File: src/rtl/pgood_pkg.sv
package pgood_pkg;

  typedef enum logic [2:0] {
    PH_STARTUP_DLY = 3'd0,
    PH_SOFT_START  = 3'd1,
    PH_RAMP_UP     = 3'd2,
    PH_REGULATE    = 3'd3,
    PH_VSET_RAMP   = 3'd4,
    PH_SHUT_DLY    = 3'd5,
    PH_RAMP_DOWN   = 3'd6,
    PH_IDLE        = 3'd7
  } rail_phase_e;

  typedef struct packed {
    logic od;
    logic invert;
    logic sticky;
    logic long_valid;
    logic window;
  } pg_ctrl_t;

  localparam int unsigned CTRL_W    = 5;
  localparam int unsigned PHASE_W   = 3;
  localparam int unsigned ADDR_W    = 2;
  localparam logic [1:0]  SEL_OFF   = 2'b00;
  localparam logic [1:0]  ADDR_SEL  = 2'd0;
  localparam logic [1:0]  ADDR_CTRL = 2'd1;
  localparam logic [1:0]  ADDR_FLT  = 2'd2;

endpackage

File: src/rtl/pgood_rail_eval.sv
module pgood_rail_eval
  import pgood_pkg::*;
(
  input  logic [1:0]         mon_sel,
  input  logic               window,
  input  logic               en,
  input  logic [PHASE_W-1:0] phase,
  input  logic               uv,
  input  logic               ov,
  input  logic               ilim,
  input  logic               prot,
  output logic               raw_good
);

  logic combined;
  logic volt_ok;

  assign combined = mon_sel[1];
  assign volt_ok  = !uv && !(window && ov);

  always_comb begin
    raw_good = 1'b1;
    if (mon_sel == SEL_OFF) begin
      raw_good = 1'b1;
    end else if (prot) begin
      raw_good = 1'b0;
    end else if (!en) begin
      raw_good = 1'b1;
    end else begin
      case (rail_phase_e'(phase))
        PH_STARTUP_DLY,
        PH_SOFT_START,
        PH_RAMP_UP,
        PH_VSET_RAMP:  raw_good = 1'b0;
        PH_REGULATE:   raw_good = volt_ok && !(combined && ilim);
        PH_SHUT_DLY,
        PH_RAMP_DOWN,
        PH_IDLE:       raw_good = 1'b1;
        default:       raw_good = 1'b1;
      endcase
    end
  end

endmodule

File: src/rtl/pgood_debounce.sv
module pgood_debounce #(
  parameter int unsigned INV_FILT   = 70,
  parameter int unsigned SHORT_FILT = 70,
  parameter int unsigned LONG_FILT  = 1100
) (
  input  logic clk,
  input  logic rst_n,
  input  logic raw_good,
  input  logic long_sel,
  output logic filt_good
);

  localparam int unsigned MAX_A = (INV_FILT > SHORT_FILT) ? INV_FILT : SHORT_FILT;
  localparam int unsigned MAX_L = (MAX_A > LONG_FILT) ? MAX_A : LONG_FILT;
  localparam int unsigned CNT_W = $clog2(MAX_L + 1);

  logic [CNT_W-1:0] cnt_q, cnt_d, lim;
  logic             filt_q, filt_d;
  logic             differ, hit;

  always_comb begin
    differ = raw_good ^ filt_q;
    if (filt_q)        lim = CNT_W'(INV_FILT);
    else if (long_sel) lim = CNT_W'(LONG_FILT);
    else               lim = CNT_W'(SHORT_FILT);
    hit    = differ && (cnt_q == lim - 1'b1);
    filt_d = hit ? raw_good : filt_q;
    cnt_d  = (!differ || hit) ? '0 : cnt_q + 1'b1;
  end

  always_ff @(posedge clk or negedge rst_n) begin
    if (!rst_n) begin
      cnt_q  <= '0;
      filt_q <= 1'b1;
    end else begin
      cnt_q  <= cnt_d;
      filt_q <= filt_d;
    end
  end

  assign filt_good = filt_q;

endmodule

File: src/rtl/pgood_csr.sv
module pgood_csr
  import pgood_pkg::*;
#(
  parameter int unsigned NUM_RAILS = 4,
  parameter int unsigned REG_W     = 8
) (
  input  logic                   clk,
  input  logic                   rst_n,
  input  logic                   wr,
  input  logic                   rd,
  input  logic [ADDR_W-1:0]      addr,
  input  logic [REG_W-1:0]       wdata,
  input  logic [NUM_RAILS-1:0]   filt_good,
  output logic [2*NUM_RAILS-1:0] mon_sel,
  output pg_ctrl_t               ctrl,
  output logic [NUM_RAILS-1:0]   fault,
  output logic [REG_W-1:0]       rdata
);

  localparam int unsigned SEL_W = 2 * NUM_RAILS;

  logic [SEL_W-1:0]     sel_q, sel_d;
  pg_ctrl_t             ctrl_q, ctrl_d;
  logic [NUM_RAILS-1:0] flt_q, flt_d, flt_clr, flt_set;
  logic [REG_W-1:0]     rdata_q, rdata_d;
  logic                 rd_flt;

  always_comb begin
    sel_d   = sel_q;
    ctrl_d  = ctrl_q;
    if (wr && addr == ADDR_SEL)  sel_d  = wdata[SEL_W-1:0];
    if (wr && addr == ADDR_CTRL) ctrl_d = pg_ctrl_t'(wdata[CTRL_W-1:0]);

    rd_flt  = rd && (addr == ADDR_FLT);
    flt_set = ~filt_good;
    flt_clr = rd_flt ? filt_good : '0;
    flt_d   = (flt_q & ~flt_clr) | flt_set;

    rdata_d = rdata_q;
    if (rd) begin
      case (addr)
        ADDR_SEL:  rdata_d = REG_W'(sel_q);
        ADDR_CTRL: rdata_d = REG_W'(ctrl_q);
        ADDR_FLT:  rdata_d = REG_W'(flt_q);
        default:   rdata_d = '0;
      endcase
    end
  end

  always_ff @(posedge clk or negedge rst_n) begin
    if (!rst_n) begin
      sel_q   <= '0;
      ctrl_q  <= '0;
      flt_q   <= '0;
      rdata_q <= '0;
    end else begin
      sel_q   <= sel_d;
      ctrl_q  <= ctrl_d;
      flt_q   <= flt_d;
      rdata_q <= rdata_d;
    end
  end

  assign mon_sel = sel_q;
  assign ctrl    = ctrl_q;
  assign fault   = flt_q;
  assign rdata   = rdata_q;

endmodule

File: src/rtl/pgood_pin_drv.sv
module pgood_pin_drv (
  input  logic clk,
  input  logic rst_n,
  input  logic good_d,
  input  logic invert,
  input  logic od,
  output logic good_q,
  output logic pin_out,
  output logic pin_oe
);

  logic good_r;
  logic level;

  always_ff @(posedge clk or negedge rst_n) begin
    if (!rst_n) good_r <= 1'b1;
    else        good_r <= good_d;
  end

  always_comb begin
    level   = good_r ^ invert;
    pin_out = od ? 1'b0 : level;
    pin_oe  = od ? !level : 1'b1;
  end

  assign good_q = good_r;

endmodule

File: src/rtl/pgood_aggregator.sv
module pgood_aggregator
  import pgood_pkg::*;
#(
  parameter int unsigned NUM_RAILS  = 4,
  parameter int unsigned REG_W      = 8,
  parameter int unsigned INV_FILT   = 70,
  parameter int unsigned SHORT_FILT = 70,
  parameter int unsigned LONG_FILT  = 1100
) (
  input  logic                         clk,
  input  logic                         rst_n,
  input  logic [NUM_RAILS-1:0]         rail_en,
  input  logic [PHASE_W*NUM_RAILS-1:0] rail_phase,
  input  logic [NUM_RAILS-1:0]         rail_uv,
  input  logic [NUM_RAILS-1:0]         rail_ov,
  input  logic [NUM_RAILS-1:0]         rail_ilim,
  input  logic [NUM_RAILS-1:0]         rail_prot,
  input  logic                         reg_wr,
  input  logic                         reg_rd,
  input  logic [ADDR_W-1:0]            reg_addr,
  input  logic [REG_W-1:0]             reg_wdata,
  output logic [REG_W-1:0]             reg_rdata,
  output logic                         pg_out,
  output logic                         pg_oe
);

  localparam int unsigned SEL_W = 2 * NUM_RAILS;

  logic                 rst_meta_n, rst_sync_n;
  logic [NUM_RAILS-1:0] raw_good, filt_good, fault_q;
  logic [SEL_W-1:0]     mon_sel;
  pg_ctrl_t             ctrl_q;
  logic                 all_good, pg_state, pg_good_q;
  logic                 unused_wbits;

  always_ff @(posedge clk or negedge rst_n) begin
    if (!rst_n) begin
      rst_meta_n <= 1'b0;
      rst_sync_n <= 1'b0;
    end else begin
      rst_meta_n <= 1'b1;
      rst_sync_n <= rst_meta_n;
    end
  end

  generate
    if (REG_W > SEL_W) begin : g_spare
      assign unused_wbits = ^reg_wdata[REG_W-1:SEL_W];
    end else begin : g_nospare
      assign unused_wbits = 1'b0;
    end
  endgenerate

  pgood_csr #(.NUM_RAILS(NUM_RAILS), .REG_W(REG_W)) csr_i (
    .clk       (clk),
    .rst_n     (rst_sync_n),
    .wr        (reg_wr),
    .rd        (reg_rd),
    .addr      (reg_addr),
    .wdata     (reg_wdata),
    .filt_good (filt_good),
    .mon_sel   (mon_sel),
    .ctrl      (ctrl_q),
    .fault     (fault_q),
    .rdata     (reg_rdata)
  );

  generate
    for (genvar i = 0; i < NUM_RAILS; i++) begin : g_rail
      pgood_rail_eval eval_i (
        .mon_sel  (mon_sel[2*i +: 2]),
        .window   (ctrl_q.window),
        .en       (rail_en[i]),
        .phase    (rail_phase[PHASE_W*i +: PHASE_W]),
        .uv       (rail_uv[i]),
        .ov       (rail_ov[i]),
        .ilim     (rail_ilim[i]),
        .prot     (rail_prot[i]),
        .raw_good (raw_good[i])
      );

      pgood_debounce #(
        .INV_FILT  (INV_FILT),
        .SHORT_FILT(SHORT_FILT),
        .LONG_FILT (LONG_FILT)
      ) deb_i (
        .clk       (clk),
        .rst_n     (rst_sync_n),
        .raw_good  (raw_good[i]),
        .long_sel  (ctrl_q.long_valid),
        .filt_good (filt_good[i])
      );
    end
  endgenerate

  always_comb begin
    all_good = &filt_good;
    pg_state = all_good && !(ctrl_q.sticky && (|fault_q));
  end

  pgood_pin_drv pin_i (
    .clk     (clk),
    .rst_n   (rst_sync_n),
    .good_d  (pg_state),
    .invert  (ctrl_q.invert),
    .od      (ctrl_q.od),
    .good_q  (pg_good_q),
    .pin_out (pg_out),
    .pin_oe  (pg_oe)
  );

endmodule

File: config.mk
export PLATFORM = sky130hd
export DESIGN_NAME = pgood_aggregator
export DESIGN_NICKNAME = d
export VERILOG_FILES = /design/src/rtl/pgood_pkg.sv /design/src/rtl/pgood_rail_eval.sv /design/src/rtl/pgood_debounce.sv /design/src/rtl/pgood_csr.sv /design/src/rtl/pgood_pin_drv.sv /design/src/rtl/pgood_aggregator.sv
export SDC_FILE = /design/constraint.sdc
export NUM_CORES = 1
export LEC_CHECK = 0
export ABC_AREA = 1
export BUFFER_PORTS_ARGS = -buffer_cell sky130_fd_sc_hd__buf_2
export CAP_MARGIN = 0
export CORE_UTILIZATION = 60
export CTS_BUF_LIST = sky130_fd_sc_hd__clkbuf_8
export DETAILED_ROUTE_END_ITERATION = 7
export GPL_ROUTABILITY_DRIVEN = 1
export PLACE_DENSITY = 0.83
export SLEW_MARGIN = 20
export SYNTH_ARGS = -nofsm -noshare
export SYNTH_HDL_FRONTEND = slang
export SYNTH_SLANG_ARGS = --single-unit
File: constraint.sdc
create_clock -name clk -period 2.9 [get_ports clk]
set_input_delay 0 -clock clk [delete_from_list [all_inputs] [get_ports clk]]
set_output_delay 0 -clock clk [all_outputs]
set_load 0.01 [all_outputs]
==> impl_results.md, run 1 <==
- Distinct cells, synth: 33
- Mapped Avg Cell Area: around 8.5 um2
- Num rows: 29
- DP HPWL: between 6 and 7 mm
- Simple-gate portion of the synthesized area: 31.9%
- Yosys reg bits: 76
- Number of diodes: 0
- Post-Synth Adder-Cell Area: 1.22%
- Via count: approximately 3400
- Final Cell Area: between 4000 and 5000 um2
- Placed insts: 612
- Die Ht: 84.8 um
- Port Buffer Count: 55
- Synthesized Nets: around 540
- Reg area: 1910 um2
- Final hold vios: 0
- Status: finished, violations left
- Initial DRC Count: ~140
- Max Freq: 621 MHz
- Global route overflow: 0
- Skew-Pair Late Insertion Delay: between 300 and 400 ps
- Post-CTS sizing: 0
- Post-synthesis mux area share: under 10%
- Root buffer cell: clkbuf_8
- Via density: around 5.3
- Max incr delay on CP: approximately 530 ps
- Area occupied by multi-input gates: 1880 um2
- Leakage: approximately 2.2 nW
- Final Max Tran Viols: 0
- Worst VDD drop: approximately 0.00032 V
- Synthesized area: approximately 4100 um2
- Req. time, crit path: 3160 ps
- Ratio of cells with drive above 1 in the final layout: between 20 and 30%
- CTS tree: yes
- Placed Instance Area: between 4000 and 5000 um2
- Buf/Inv on CP: 1
- CP cell instances: nand2_1, nand2_1, inv_1, nand2_1, nand2_1, nand2_2, nand2_2, nand2_2, nand3_2, nor2_1
- Compound-Gate Fraction of Synth Area: 3.86%
- Initial antenna violation count: 0
- Crit path max-delay family: simple AND/OR/NAND/NOR gates
- Initial core utilization: 63.4%
- Post-CTS setup buffer count: 0
- Count leader, synth: nand2_1
- CP max stage cell: dfrtp_1
- Worst Skew: 7.62 ps
- Hold Path Class: primary input to register
- Total power: 2.39 mW
- Non-filler instance count after layout: ~640
- CP Max Fanout: 11
- Reg clk slew, reported paths: 80 ps
- Largest family of logic cells by synthesized area: simple AND/OR/NAND/NOR gates
- Clock period minus worst slack: between 1500 and 2000 ps
- DRT Pass-1 Iters: 7
- Post-synth top flop: dfrtp_1
- Worst EP arrival: 1870 ps
- Xor/xnor cell area share of the yosys netlist: 6.60%
- Net count, final: slightly above 600
- Die area: a little over 7000 um2
- Number of synthesized flops with an enable pin: 0
- Area contributors post-synth: dfrtp_1, nand2_1, nor2_2
- Synthesis Warnings: 0
- Core region area: ~6500 um2
- WL/cell: 13.2 um
- Global placement routability congestion: 0.849
- RSZ-0062 raised after global routing: no
- CP Class: register to register
- Fillers: approximately 500
- Drc violations: 4
- Element type at the critical path start: register
- Post-Syn Instances: around 490
- Final Cycle Share: between 50% and 60%
- Failing checks: DRC
- Pin count of the biggest net entering global routing: 75
- Power density over the cells: about 500 nW/um2
- Total CTS buffers: 9
- Layout overhead on the synthesized area: 15.2%
- Share of synthesized area occupied by flip-flops and latches: 46.4%
- Critical Path Most Common Cell: nand2_1
- ANT nets after route: 0
- # clock sinks: 76
- Final WL: ~8.4 mm
- CTS Buffer Depth: 2
- IO Pins: 56
- Worst setup EP type: register
- Yosys top cell by area: dfrtp_1
- Final setup fails: 0
- Die W: between 80 and 90 um
- Top cell type's share of synthesized area: between 40% and 50%
- First-pass GRT wire length: roughly 15 mm
- FFs w/ async S/R, synth: 100%
- Max-cap violations: 0
- Htree depth: 3
- Fin Setup TNS: 0 ps
- Commonest cells in the synthesized netlist: nand2_1, dfrtp_1, inv_1
- Vias in the first global route: 3382
- Total track usage: 26.3%
==> power breakdown <==
part / leakage [nW] / total (mW) / switching, mW / internal [mW]
Sequential: 1.00 / 1.22 / 0.0852 / 1.13
Clock: 0.111 / 0.779 / 0.371 / 0.408
Combinational: 1.13 / 0.392 / 0.233 / 0.160
Total: 2.25 / 2.39 / 0.689 / 1.70
==> cell families after synthesis <==
group / Yosys count
flip-flops: 76
other: 1
AND/OR/NAND/NOR: 256
AO/OA/AOI/OAI: 30
XOR/XNOR: 31
multiplexers: 7
buffers and inverters: 80
adder cells (fa/ha/maj): 4
==> path summary, 6_finish.rpt <==
| check | slack (ps) | from | to | depth (start not counted) |
|---|---|---|---|---|
| setup / recovery | 1290 | csr_i.ctrl[0] | g_rail[0].deb_i.cnt_q[10] | 10 |
| hold / removal | 30 | rail_prot[2] | g_rail[2].deb_i.filt_good | 6 |
| setup reg to reg | 1290 | csr_i.ctrl[0] | g_rail[0].deb_i.cnt_q[10] | 10 |
| hold reg to reg | 290 | rst_sync_n | csr_i.rdata[7] | 1 |
| max in group asynchronous | 2270 | rst_sync_n | g_rail[0].deb_i.filt_good | 1 |
| min in group asynchronous | 290 | rst_sync_n | csr_i.rdata[7] | 1 |
==> metrics by stage <==
stage	setup WS (ps)	hold WS [ps]	util, %
3_3_place_gp	1370	-214	68.6
3_5_place_dp	1320	-212	68.6
6_report	1290	31.1	73.0
5_1_grt	1120	54.4	73.0
2_1_floorplan	635	-296	-
4_1_cts	1290	20.5	73.0
==> cells in the final DEF (no fill, tap or decap), types with 3 or more instances in the layout <==
cell type / Yosys / final
o21ai_1: 9 / 9
mux2_2: 4 / 4
xnor2_1: 7 / 7
nand4_1: 15 / 15
dfstp_2: 5 / 5
nand3_2: 12 / 12
mux2_1: 3 / 3
nand3_1: 31 / 31
inv_1: 69 / 73
nor2_2: 46 / 46
dfrtp_1: 71 / 70
or2_2: 4 / 4
clkbuf_8: 0 / 10
a21oi_1: 5 / 5
dlygate4sd3_1: 0 / 10
o21ai_0: 12 / 12
nand2_2: 12 / 12
nand2_1: 86 / 86
ha_1: 4 / 4
nor2_1: 40 / 40
buf_2: 1 / 55
nor2_4: 3 / 3
inv_2: 4 / 4
xor2_1: 24 / 24
nor3_1: 3 / 3
==> tightest hold or removal path, cell delays in order <==
cell and delay [ps]:
buf_2 70, inv_1 30, nand2_2 70, nand2_2 60, nor2_1 80, a21oi_1 50
==> flip-flops by register name, summed over array words and instances, names as in the netlist <==
name / count
csr_i.fault: 4
csr_i.rdata: 8
g_rail.deb_i.filt_good: 4
pin_i.good_q: 1
csr_i.mon_sel: 8
g_rail.deb_i.cnt_q: 44
rst_sync_n: 1
rst_meta_n: 1
csr_i.ctrl: 5
==> cell type report <==
class	count	area share (%)
multi-input cells	329	39.6
clock buffers	10	2.90
well taps	77	2.03
clock inverters	6	1.06
repair buffers	66	8.34
inverters	74	5.86
flip-flops and latches	76	40.3
==> metal layers <==
layer	GRT usage, %	routed length [um]	part of all wire, %
met5	0	0	0
met4	10.0	142	1.7
met3	4.38	322	3.8
met2	47.5	4430	53
met1	31.6	3530	42
==> repair_timing <==
item,CTS,global route
endpoints found under the hold margin,15,0
hold buffers,10,0
endpoints found under the setup margin,0,0
(Power assumes the default switching activity.)
==> run 2, diff against run 1 <==
Settings changed: CORE_UTILIZATION 60 to 54, PLACE_DENSITY 0.83 to 0.79.
Clock period 2.9 ns to 1.4 ns, I/O delays scaled along.
==> run 2 against run 1 <==
The flow finishes with violations (setup timing). Total power increased by 130%. Maximum frequency increased by 15%. Routed wire length increased by 11%. Highest routed layer unchanged. Global-route usage decreased by 2.0 points. Design area increased by 10%. Clock skew increased by 3.3 ps. Die area increased by 11%. First-iteration DRC count unchanged. Sequential power increased by 100%. Combinational power increased to 2.9 times the previous value. Hold slack improved by 33 ps. Flip-flop and latch count unchanged. Largest cell class is now multi-input gates.
==> impl_results.md, run 2 (synthesized netlist as in run 1, its figures left out) <==
- Status: finished, violations left
- Failing checks: setup timing
- Power density over the cells: 1050 nW/um2 (+110%)
- Ratio of cells with drive above 1 in the final layout: 36.0% (+7.3 points)
- Final hold vios: 0 (unchanged)
- Die area: 7980 um2 (+11%)
- Element type at the critical path start: register
- Final Cycle Share: 100% (+45 points)
- Pin count of the biggest net entering global routing: 75 (unchanged)
- Initial core utilization: 56.5% (-6.9 points)
- Die W: 89.3 um (+5.3%)
- Internal power: 3.90 mW (+130%)
- Most frequent cells in the layout: nand2_1, dfrtp_1, inv_1
- Drc violations: 0 (-4)
- CP Class: register to register
- First-pass GRT wire length: 14.6 mm (-0.84%)
- Layout overhead on the synthesized area: 27.3%
- Switching Share: 29.2% (+0.40 points)
- IO Pins: 56 (unchanged)
- Worst VDD drop: 0.000625 V (+93%)
- Max-cap violations: 0 (unchanged)
- Hold Path Class: primary input to register
- RSZ-0062 raised after global routing: yes
- Most common cell after layout, fill and taps aside: nand2_1
- Vias in the first global route: 3317 (-1.9%)
- Skew-Pair Late Insertion Delay: 350 ps (about the same)
- Leakage: 2.42 nW (+7.8%)
- CP Max Fanout: 6 (-5)
- Pre-CTS setup slack: -216 ps (-1540 ps)
- Placed Instance Area: 4650 um2 (+4.3%)
- Root buffer cell: clkbuf_8
- Die Ht: 89.3 um (+5.3%)
- Fin Setup TNS: -1.25 ps (-1.25 ps)
- Largest register by flop count: g_rail.deb_i.cnt_q
- Initial DRC Count: 137 (unchanged)
- # clock sinks: 76 (unchanged)
- Worst setup EP type: register
- ANT nets after route: 0 (unchanged)
- Via count: 3519 (+5.0%)
- Initial antenna violation count: 0 (unchanged)
- Global placement routability congestion: 0.868 (+2.2%)
- Via density: 5.11 (-2.7%)
- Placed insts: 654 (+6.9%)
- Comb pwr share: 20.2% (+3.8 points)
- CTS tree: yes
- Worst EP arrival: 1640 ps (-230 ps)
- Net count, final: 634 (+4.6%)
- Req. time, crit path: 1630 ps (-1530 ps)
- Total CTS buffers: 9 (unchanged)
- DRT Pass-1 Iters: 8 (+1)
- Final Max Tran Viols: 0 (unchanged)
- NetSw: 1.61 mW (+130%)
- Power share of the sequential group: 45.2% (-5.8 points)
- Total track usage: 24.3% (-2.0 points)
- DP HPWL: 6.29 mm (+3.8%)
- Final setup fails: 1 (+1)
- Final WL: 9.36 mm (+11%)
- Clock period minus worst slack: 1400 ps (-209 ps)
- Core region area: 7290 um2 (+12%)
- Worst setup margin: -1.25 ps (-1290 ps)
- Num rows: 31 (+6.9%)
- Htree depth: 3 (unchanged)
- Number of diodes: 0 (unchanged)
- WL/cell: 13.6 um (+3.0%)
- Final Cell Area: 5240 um2 (+10%)
- Port Buffer Count: 55 (unchanged)
- Worst Skew: 11.0 ps (+3.35 ps)
- Max Freq: 714 MHz (+15%)
- Reg clk slew, reported paths: 80 ps (about the same)
- Clock share of power: 34.6% (+2.0 points)
- Non-filler instance count after layout: 688 (+7.8%)
- Max reg flops: 44 (unchanged)
- CTS Buffer Depth: 2 (unchanged)
- Global route overflow: 0 (unchanged)
- Fin Hold WS: 63.7 ps (+32.6 ps)
[run 2: cell count changes in the layout (fill, tap and decap cells not counted), sizes merged]
cell	before	now
buf	56	80
clkbuf	10	11
inv	77	75
bufinv	1	2
nand3	43	46
clkinv	2	3
[run 2: power groups by stage]
stage          Sequential, mW  Clock (mW)  Combinational (mW)
2_1_floorplan            2.55           0               0.566
3_3_place_gp             2.52           0               0.880
3_5_place_dp             2.53           0               0.914
4_1_cts                  2.48        1.94               0.967
5_1_grt                  2.51        2.04                1.23
6_report                 2.49        1.90                1.12
[run 2: final timing paths]
path,cells past startpoint,startpoint,end,slack (ps)
setup / recovery,10,csr_i.ctrl[0],g_rail[3].deb_i.cnt_q[10],-1
setup reg to reg,10,csr_i.ctrl[0],g_rail[3].deb_i.cnt_q[10],-1
hold / removal,3,reg_rd,csr_i.rdata[4],60
hold reg to reg,1,rst_sync_n,csr_i.mon_sel[7],300
max in group asynchronous,1,rst_sync_n,g_rail[1].deb_i.filt_good,740
min in group asynchronous,1,rst_sync_n,csr_i.mon_sel[7],300
[run 2: routing by layer]
metal	track usage [%]	vias to the layer above	routed length (um)
li1	-	1724	-
met1	29.6	1679	3950
met2	41.1	95	4740
met3	5.91	21	461
met4	10.4	0	204
met5	0	-	0
[run 2: cell type report]
class / count / area (um2)
clock buffers: 10 / 138
clock inverters: 6 / 95.1
fillers: 549 / 2050
inverters: 74 / 278
multi-input cells: 332 / 2080
flip-flops and latches: 76 / 1910
well taps: 99 / 124
repair buffers: 91 / 613
[run 2: critical path, cell delays in order, from the launching register on]
cell	delay [ps]
dfrtp_2	490
nand2_1	90
nand2_1	70
inv_1	60
nand2_1	40
nand2_1	70
nand2_2	70
nand2_2	90
nand2_4	80
nand3_4	160
nor2_1	50
[run 2: stage by stage]
step           utilization [%]  power [mW]
2_1_floorplan                -        3.12
3_3_place_gp              63.7        3.40
3_5_place_dp              63.7        3.44
4_1_cts                   68.9        5.39
5_1_grt                   71.9        5.78
6_report                  71.9        5.51
[run 2: what timing repair did]
item                                   4_1_cts  5_1_grt
setup buffers                                0        4
resized for setup                            6       33
gates cloned                                 1        3
setup endpoints to repair                   44       46
hold buffers                                10        0
pin swaps                                    1        8
endpoints found under the hold margin       15        0
==> run 3, diff against run 2 <==
Settings changed: CORE_UTILIZATION 54 to 51, CTS_CLUSTER_SIZE set to 16, PLACE_DENSITY 0.79 to 0.84.
==> run 3 against run 2 <==
Routed wire length rose by 10%. Sequential share of layout area shrank 0.26 points. Highest routed layer unchanged. Non-clock buffer count rose by 5. Largest cell class unchanged. Sequential power is essentially flat. Via count grew 4.3%. The flow still finishes with violations (setup timing). Design area is 0.86% higher. Flip-flop and latch count is the same. Cell count up 1.2%. First-iteration DRC count decreased by 2.9%. Worst setup slack worse by 47 ps. Global-route usage fell by 0.83 points.
==> impl_results.md, run 3 (synthesized netlist as in run 1, its figures left out) <==
- Worst Skew: 11.3 ps (+0.284 ps)
- Total track usage: 23.4% (-0.83 points)
- CP cell instances: ha_2, nand2_2, nor2_4, nand4_1, nor2_2, xor2_1, nor2_1
- Global Route met3 Usage: 5.89% (-0.022 points)
- Final Cell Area: 5290 um2 (+0.86%)
- Core region area: 7770 um2 (+6.5%)
- Gr busiest metal: met2
- Failing checks: setup timing
- Global routing usage on met2: 40.5% (-0.54 points)
- GR Layer Usage met1: 27.1% (-2.6 points)
- Buf/Inv on CP: 0 (-1)
- Drc violations: 0 (unchanged)
- Most common cell after layout, fill and taps aside: nand2_1
- Clock period minus worst slack: 1450 ps (+47.4 ps)
- Global placement routability congestion: 0.857 (-1.2%)
- Pre-CTS setup slack: -113 ps (+103 ps)
- CTS tree: yes
- Max reg flops: 44 (unchanged)
- Final Cycle Share: 103% (+3.4 points)
- CP max stage cell: dfrtp_1
- RSZ-0062 raised after global routing: yes
- Req. time, crit path: 1650 ps (+20 ps)
- Final Max Tran Viols: 0 (unchanged)
- CP Max Fanout: 2 (-4)
- CTS Buffer Depth: 2 (unchanged)
- Element type at the critical path start: register
- Worst VDD drop: 0.000787 V (+26%)
- Placed Instance Area: 4620 um2 (-0.57%)
- Worst EP arrival: 1700 ps (+60 ps)
- Die Ht: 91.8 um (+2.8%)
- Status: finished, violations left
- Ratio of cells with drive above 1 in the final layout: 37.9% (+1.9 points)
- # clock sinks: 76 (unchanged)
- Max-cap violations: 0 (unchanged)
- Total CTS buffers: 9 (unchanged)
- Port Buffer Count: 55 (unchanged)
- Hold Path Class: primary input to register
- Initial core utilization: 53.0% (-3.5 points)
- IO Pins: 56 (unchanged)
- Reg clk slew, reported paths: 80 ps (about the same)
- Worst setup margin: -48.7 ps (-47.4 ps)
- Placed insts: 653 (-0.15%)
- Num rows: 32 (+3.2%)
- Most frequent cells in the layout: nand2_1, inv_1, dfrtp_1
- Net count, final: 639 (+0.79%)
- Max Freq: 690 MHz (-3.3%)
- Fin Hold WS: 55.0 ps (-8.67 ps)
- Max incr delay on CP: 360 ps (-130 ps)
- Final WL: 10.3 mm (+10%)
- Initial antenna violation count: 0 (unchanged)
- CP Class: register to register
- Die area: 8430 um2 (+5.7%)
- Post-route core utilization: 68.0% (-3.8 points)
- Crit path max-delay family: simple AND/OR/NAND/NOR gates
- Skew-Pair Late Insertion Delay: 360 ps (about the same)
- Critical path launch point: g_rail[0].deb_i.cnt_q[1]
- Non-filler instance count after layout: 696 (+1.2%)
- Final hold vios: 0 (unchanged)
- DRT Pass-1 Iters: 4 (-4)
- Layout overhead on the synthesized area: 28.4%
- Htree depth: 3 (unchanged)
- Initial DRC Count: 133 (-2.9%)
- Fillers: 558 (+1.6%)
- Root buffer cell: clkbuf_8
- Vias in the first global route: 3501 (+5.5%)
- Final setup fails: 3 (+2)
- First-pass GRT wire length: 15.4 mm (+5.3%)
- Worst reg2reg path startpoint: g_rail[0].deb_i.cnt_q[1]
- Fin Setup TNS: -56.8 ps (-55.6 ps)
- WL/cell: 14.8 um (+9.2%)
- Total power: 5.30 mW (-3.8%)
- Leakage: 2.44 nW (+0.78%)
- Via density: 5.27 (+3.1%)
- Die W: 91.8 um (+2.8%)
- Worst setup EP type: register
- Hold Startpoint: reg_rd
- Global route overflow: 0 (unchanged)
- Power density over the cells: 1000 nW/um2 (-4.6%)
- ANT nets after route: 0 (unchanged)
- Number of diodes: 0 (unchanged)
- Via count: 3671 (+4.3%)
- DP HPWL: 6.40 mm (+1.7%)
- Largest register by flop count: g_rail.deb_i.cnt_q
- Pin count of the biggest net entering global routing: 75 (unchanged)
==> run 3: changes by cell type in the layout (fill, tap and decap cells not counted), sizes merged <==
cell | before | now
buf | 80 | 85
clkinvlp | 0 | 2
bufinv | 2 | 1
clkbuf | 11 | 10
clkinv | 3 | 2
inv | 75 | 76
==> run 3: metal layers <==
metal	part of all wire (%)	up-vias
met5	0	-
met4	2.9	0
met3	5.2	35
met2	52	125
met1	40	1781
li1	-	1730
==> run 3: layout make-up <==
class / instances / area [um2] / area share [%]
clock buffers: 9 / 124 / 2.34
inverters: 74 / 278 / 5.26
multi-input cells: 332 / 2130 / 40.3
clock inverters: 7 / 61.3 / 1.16
well taps: 102 / 128 / 2.41
repair buffers: 96 / 651 / 12.3
flip-flops and latches: 76 / 1920 / 36.2
==> run 3: power by group <==
group,total (mW),switching (mW),internal (mW)
registers,2.50,0.150,2.35
clock network,1.63,0.825,0.801
logic,1.18,0.663,0.514
==> run 3: path summary, 6_finish.rpt <==
| check | end | slack, ps | depth (start not counted) |
|---|---|---|---|
| max in group asynchronous | g_rail[3].deb_i.filt_good | 760 | 1 |
| min in group asynchronous | g_rail[0].deb_i.cnt_q[1] | 290 | 1 |
| setup reg to reg | g_rail[0].deb_i.cnt_q[10] | -50 | 7 |
| hold / removal | csr_i.rdata[7] | 60 | 2 |
| hold reg to reg | g_rail[0].deb_i.cnt_q[1] | 290 | 1 |
| setup / recovery | g_rail[0].deb_i.cnt_q[10] | -50 | 7 |
==> run 3: timing repair <==
action / in CTS / in global routing
gates resized for setup: 4 / 50
hold buffers: 10 / 0
setup buffers: 0 / 13
endpoints found under the hold margin: 15 / 0
pin swaps: 0 / 20
gates cloned: 0 / 4
setup endpoints to repair: 33 / 45
==> run 3: worst reg2reg max path: stages (launching register included) <==
cell and delay (ps):
dfrtp_1 360, ha_2 200, nand2_2 70, nor2_4 100
nand4_1 160, nor2_2 170, xor2_1 210, nor2_1 70
